File: src/rtl/ptu_pkg.sv
package ptu_pkg;
  localparam int ADDR_W     = 4;
  localparam int DEPTH_BITS = 2;
  localparam int ENA_BITS   = 3;
  localparam int ENA_VC     = 0;
  localparam int ENA_CMP    = 1;
  localparam int ENA_MAXF   = 2;
  localparam logic [ADDR_W-1:0]   CFG_ADDR  = 4'd9;
  localparam logic [ADDR_W-1:0]   ENA_ADDR  = 4'd11;
  localparam logic [ENA_BITS-1:0] ENA_RESET = 3'b101;
endpackage

File: src/rtl/ptu_regs.sv
module ptu_regs
  import ptu_pkg::*;
#(
  parameter int POS_W = 16
) (
  input  logic                  clk,
  input  logic                  rst,
  input  logic                  we,
  input  logic [ADDR_W-1:0]     waddr,
  input  logic [7:0]            wdata,
  output logic [POS_W-1:0]      tgt,
  output logic [DEPTH_BITS-1:0] depth,
  output logic [ENA_BITS-1:0]   ena
);
  localparam int NBYTES = POS_W / 8;

  // target bytes share the low addresses with the position readout
  for (genvar i = 0; i < NBYTES; i++) begin : g_tgt
    always_ff @(posedge clk) begin
      if (rst)
        tgt[i*8 +: 8] <= '0;
      else if (we && waddr == ADDR_W'(i))
        tgt[i*8 +: 8] <= wdata;
    end
  end

  always_ff @(posedge clk) begin
    if (rst) begin
      depth <= '0;
      ena   <= ENA_RESET;
    end else if (we) begin
      if (waddr == CFG_ADDR) depth <= wdata[DEPTH_BITS-1:0];
      if (waddr == ENA_ADDR) ena   <= wdata[ENA_BITS-1:0];
    end
  end

  AST_TGT_RESET: assert property (@(posedge clk) disable iff (rst)
    $past(rst) |-> (tgt == '0));
  AST_ENA_WRITE: assert property (@(posedge clk) disable iff (rst)
    ($past(we) && $past(waddr) == ENA_ADDR && !$past(rst))
      |-> (ena == $past(wdata[ENA_BITS-1:0])));
endmodule

File: src/rtl/ptu_event.sv
module ptu_event
  import ptu_pkg::*;
#(
  parameter int POS_W = 16
) (
  input  logic                  clk,
  input  logic                  rst,
  input  logic [POS_W-1:0]      pos_in,
  input  logic [POS_W-1:0]      tgt,
  input  logic [DEPTH_BITS-1:0] depth,
  input  logic [ENA_BITS-1:0]   ena,
  output logic [POS_W-1:0]      pos_q,
  output logic                  evt_n
);
  localparam int NBYTES = POS_W / 8;

  logic [NBYTES-1:0] byte_eq;
  logic [NBYTES-1:0] byte_used;
  logic              match_now;
  logic              match_q;
  logic              changed;

  // depth d compares bytes 0..d; byte 0 always takes part
  for (genvar i = 0; i < NBYTES; i++) begin : g_cmp
    assign byte_eq[i]   = (pos_in[i*8 +: 8] == tgt[i*8 +: 8]);
    assign byte_used[i] = (i <= int'(depth));
  end

  assign match_now = &(byte_eq | ~byte_used);
  assign changed   = (pos_in != pos_q);

  always_ff @(posedge clk) begin
    if (rst) begin
      pos_q   <= '0;
      match_q <= 1'b0;
      evt_n   <= 1'b1;
    end else begin
      pos_q   <= pos_in;
      match_q <= match_now;
      evt_n   <= ~((ena[ENA_VC] & changed) |
                   (ena[ENA_CMP] & match_now & ~match_q));
    end
  end

  AST_QUIET_WHEN_OFF: assert property (@(posedge clk) disable iff (rst)
    (!$past(ena[ENA_VC]) && !$past(ena[ENA_CMP])) |-> evt_n);
  AST_MATCH_IS_EDGE: assert property (@(posedge clk) disable iff (rst)
    (!evt_n && !$past(ena[ENA_VC])) |-> (match_q && !$past(match_q)));
endmodule

File: src/rtl/ptu_readout.sv
module ptu_readout
  import ptu_pkg::*;
#(
  parameter int POS_W = 16
) (
  input  logic                  clk,
  input  logic                  rst,
  input  logic                  rd_n,
  input  logic [ADDR_W-1:0]     raddr,
  input  logic [POS_W-1:0]      pos_q,
  input  logic [DEPTH_BITS-1:0] depth,
  input  logic [ENA_BITS-1:0]   ena,
  output logic [7:0]            dout
);
  localparam int NBYTES = POS_W / 8;

  logic       s1, s2, s3;
  logic       fall;
  logic [7:0] sel;

  always_ff @(posedge clk) begin
    if (rst) begin
      s1 <= 1'b1;
      s2 <= 1'b1;
      s3 <= 1'b1;
    end else begin
      s1 <= rd_n;
      s2 <= s1;
      s3 <= s2;
    end
  end

  assign fall = s3 & ~s2;

  always_comb begin
    sel = 8'h00;
    for (int i = 0; i < NBYTES; i++)
      if (raddr == ADDR_W'(i)) sel = pos_q[i*8 +: 8];
    if (raddr == CFG_ADDR) sel = 8'({depth});
    if (raddr == ENA_ADDR) sel = 8'({ena});
  end

  always_ff @(posedge clk) begin
    if (rst)
      dout <= 8'h00;
    else if (fall)
      dout <= sel;
  end

  AST_DOUT_HELD: assert property (@(posedge clk) disable iff (rst)
    !$past(fall) |-> $stable(dout));
endmodule

File: src/rtl/pos_trig_unit.sv
module pos_trig_unit
  import ptu_pkg::*;
#(
  parameter int POS_W = 16
) (
  input  logic             clk,
  input  logic             rst,
  input  logic [POS_W-1:0] pos_in,
  input  logic             wr_en,
  input  logic [3:0]       wr_addr,
  input  logic [7:0]       wr_data,
  input  logic             rd_n,
  input  logic [3:0]       rd_addr,
  output logic [7:0]       dout,
  output logic             evt_n
);
  logic [POS_W-1:0]      tgt;
  logic [POS_W-1:0]      pos_q;
  logic [DEPTH_BITS-1:0] depth;
  logic [ENA_BITS-1:0]   ena;

  ptu_regs #(.POS_W(POS_W)) u_regs (
    .clk(clk), .rst(rst), .we(wr_en), .waddr(wr_addr), .wdata(wr_data),
    .tgt(tgt), .depth(depth), .ena(ena)
  );

  ptu_event #(.POS_W(POS_W)) u_event (
    .clk(clk), .rst(rst), .pos_in(pos_in), .tgt(tgt), .depth(depth),
    .ena(ena), .pos_q(pos_q), .evt_n(evt_n)
  );

  ptu_readout #(.POS_W(POS_W)) u_readout (
    .clk(clk), .rst(rst), .rd_n(rd_n), .raddr(rd_addr), .pos_q(pos_q),
    .depth(depth), .ena(ena), .dout(dout)
  );
endmodule

File: config.mk
export PLATFORM = sky130hd
export DESIGN_NAME = pos_trig_unit
export DESIGN_NICKNAME = d
export VERILOG_FILES = /design/src/rtl/ptu_pkg.sv /design/src/rtl/ptu_regs.sv /design/src/rtl/ptu_event.sv /design/src/rtl/ptu_readout.sv /design/src/rtl/pos_trig_unit.sv
export SDC_FILE = /design/constraint.sdc
export NUM_CORES = 1
export LEC_CHECK = 0
export ABC_AREA = 0
export BUFFER_PORTS_ARGS = -buffer_cell sky130_fd_sc_hd__buf_2
export CORE_UTILIZATION = 35
export DETAILED_ROUTE_END_ITERATION = 8
export PLACE_DENSITY = 0.56
export SYNTH_ARGS = -nofsm -noshare
export SYNTH_HDL_FRONTEND = slang
export SYNTH_SLANG_ARGS = --single-unit
File: constraint.sdc
create_clock -name clk -period 1.6 [get_ports clk]
set_clock_uncertainty 0.05 [all_clocks]
set_input_delay 0 -clock clk [delete_from_list [all_inputs] [get_ports clk]]
set_output_delay 0 -clock clk [all_outputs]
set_load 0.01 [all_outputs]
==> flow_summary.ini <==
[critical_path]
path_cells = dlygate4sd3_1 > buf_2 > or3_1 > o22ai_1 > mux2i_1 > nor2_1
required_ps = 1790
cp_max_fo = 7
cpLargestDelayFamily = buffers and inverters
worstSetupStartpointType = input port
end_kind = flop
crit_type = in2reg
critPathBufInv = 2
cpMaxStageDelayCell = dlygate4sd3_1
cp_slowest_stage_delay_ps = 530
r2r_slack_ps = 300
reg2regPathDepth = 5
cp_data_arrival_time_ps = 1510
r2r_end = u_readout.dout[6]
r2r_start = u_readout.s2

[logic_synthesis]
yosysTopAreaCell = dfxtp_1
syn_area_sq_um = 2130
syn_avg_cell_area_sq_um = 9.87
yosysTopAreaCellShare_pct = 46.9
synthFlopType = dfxtp_1
ys_ff_latch = 50
ys_seq_area_share_pct = 46.9
synth_nets = 252
ys_top_cells_by_area = dfxtp_1 (47%), mux2i_1 (14%), xnor2_1 (12%)
ys_warn_count = 0
synth_edf_count = 0
async_flop_share_pct = 0
synthDistinctLibCells = 27
synth_cells = 216

[grt]
grt_pass1_vias = 1533
grt-ovfl-total = 0
antenna_found_initial = 0
grt_start_max_net_pins = 20
grt_pass1_wl_um = 7520
grt_use_total_pct = 15.8

[hold_path]
hold_class = in2reg
hold_depth = 2
hp-start = rst
min_to = u_regs.tgt[6]

[clock_network]
hold_buffers = 26
cts_resized = 0
root_buffer = clkbuf_8
cts_buffers = 5
clock_path_buffers = 2
clkLatencyLatePin_ps = 300
htree_levels = 2
post_cts_buffers = 0
cts.sinks = 50
cts_tree = built
clkTransAtPathRegs_ps = 90

[layout]
drive_above_1_share_pct = 20.6
syn_to_final_growth_pct = 31.4
diodes = 0
most-common-layout-cells = dfxtp_1 (50), buf_2 (44), nor2_1 (30), mux2i_1 (30), xnor2_1 (28)
layout_commonest_cell = dfxtp_1
fillers = 573
postLayoutCellArea_sq_um = 2800
nNetsFinal = 326

[sta]
fin_ws_ps = 274
setup_violations = 0
timing.final.hold_violations = 0
max_clock_freq_ghz = 0.754
layout_min_cycle_time_ps = 1330
relSlewSlack_pct = 70.6
hold_slack_ps = 55.8
rsz0062_at_grt = no
timing.final.crit_share_pct = 82.9
slew_viol_final = 0
worst_pin_slew_ps = 441
setup_tns_ps = 0

[placement]
placed_area_sq_um = 2450
io_buffers = 44
dpl.hpwl_um = 3600
gp_congestion = 0.800
pre_cts_ws_ps = 310

[route]
vias = 1666
wirelength_um = 4750
drt_iter0_drc = 55
dr.pass1.iters = 6
postRouteAntennaNets = 0
avgRoutedWirePerCell_um = 13.0
drcViolationCount = 0
vias_per_cell = 4.55

[floorplan]
dieArea_sq_um = 6410
num_io_pins = 45
die_w_um = 80.1
initial_core_util_pct = 36.2
core_sq_um = 5890
die_y_um = 80.1
num_rows = 28

[power]
p_clk_share_pct = 32.1
intPower_mw = 1.79
power.switching_mw = 0.567
vdd_drop_max_uv = 351
power_mw = 2.36
switching_share_pct = 24.0
pwr-share-comb_pct = 12.8
powerDensity_nw_per_um2 = 842
power_frac_seq_pct = 55.1
leakage_nw = 1.17

[run_status]
status = completed

[job]
drv_cap = 0
-- cells in the mapped netlist (all sizes together) (3+ instances only) --
cell,instances
nor2b,17
nor2,30
o22ai,3
dfxtp,50
nor3,9
nand4,8
buf,3
or2,3
xor2,4
a21oi,7
xnor2,28
inv,3
clkbuf,5
mux2i,30
-- worst max path at each step --
stage	start	to	slack, ps	cells after the start
finish	rd_addr[2]	u_readout.dout[1]	270	6
detailed placement	u_readout.s2	u_readout.dout[6]	310	5
global route	rd_addr[2]	u_readout.dout[4]	180	6
CTS	pos_in[11]	u_event.evt_n	260	7
global placement	u_readout.s2	u_readout.dout[6]	340	5
floorplan	u_readout.s2	u_readout.dout[0]	410	4
-- kinds of logic (layout without fill, tap and decap cells) --
| family | Yosys count | count (layout) | synth area share, % |
|---|---|---|---|
| xor+xnor | 32 | 32 | 13.1 |
| flops | 50 | 50 | 46.9 |
| buf+inv | 11 | 86 | 2.11 |
| compound gates | 14 | 14 | 4.05 |
| mux | 30 | 30 | 14.1 |
| simple gates | 79 | 79 | 19.7 |
-- metrics by stage --
| stage | util [%] | std cells |
|---|---|---|
| final | 47.6 | 366 |
| after detailed placement | 41.6 | 332 |
| after CTS | 47.6 | 366 |
| after global routing | 47.6 | 366 |
| after floorplan | - | 216 |
| after global placement | 41.6 | 332 |
-- power by group through the flow --
stage	sequential (mW)	combinational (mW)	clock [mW]
2_1_floorplan	1.33	0.146	0
3_3_place_gp	1.33	0.257	0
3_5_place_dp	1.33	0.258	0
4_1_cts	1.30	0.307	0.771
5_1_grt	1.30	0.333	0.822
6_report	1.30	0.303	0.757
-- sequential cells by signal, indices dropped and copies added, names as in the netlist --
| register | cells |
|---|---|
| u_event.match_q | 1 |
| u_readout.s3 | 1 |
| u_regs.depth | 2 |
| u_regs.ena | 3 |
| u_readout.dout | 8 |
| u_readout.s2 | 1 |
| u_event.pos_q | 16 |
| u_regs.tgt | 16 |
| u_event.evt_n | 1 |
| u_readout.s1 | 1 |
-- final cells by class --
| class | count | area, sq um | share of cell area [%] |
|---|---|---|---|
| clock buffers | 7 | 86.3 | 3.08 |
| inverters | 3 | 11.3 | 0.402 |
| clock inverters | 1 | 5.00 | 0.179 |
| flip-flops and latches | 50 | 1000 | 35.7 |
| repair buffers | 75 | 518 | 18.5 |
| multi-input cells | 155 | 1090 | 38.8 |
| well taps | 75 | 93.8 | 3.35 |
-- routing by layer --
metal,routed length [um],vias to the layer above,GRT usage (%),share of wire (%)
li1,-,873,-,-
met1,2430,754,21.7,51
met2,2090,34,24.4,44
met3,183,5,3.64,3.9
met4,51,0,4.82,1.1
met5,0,-,0,0
(Power assumes the default switching activity.)
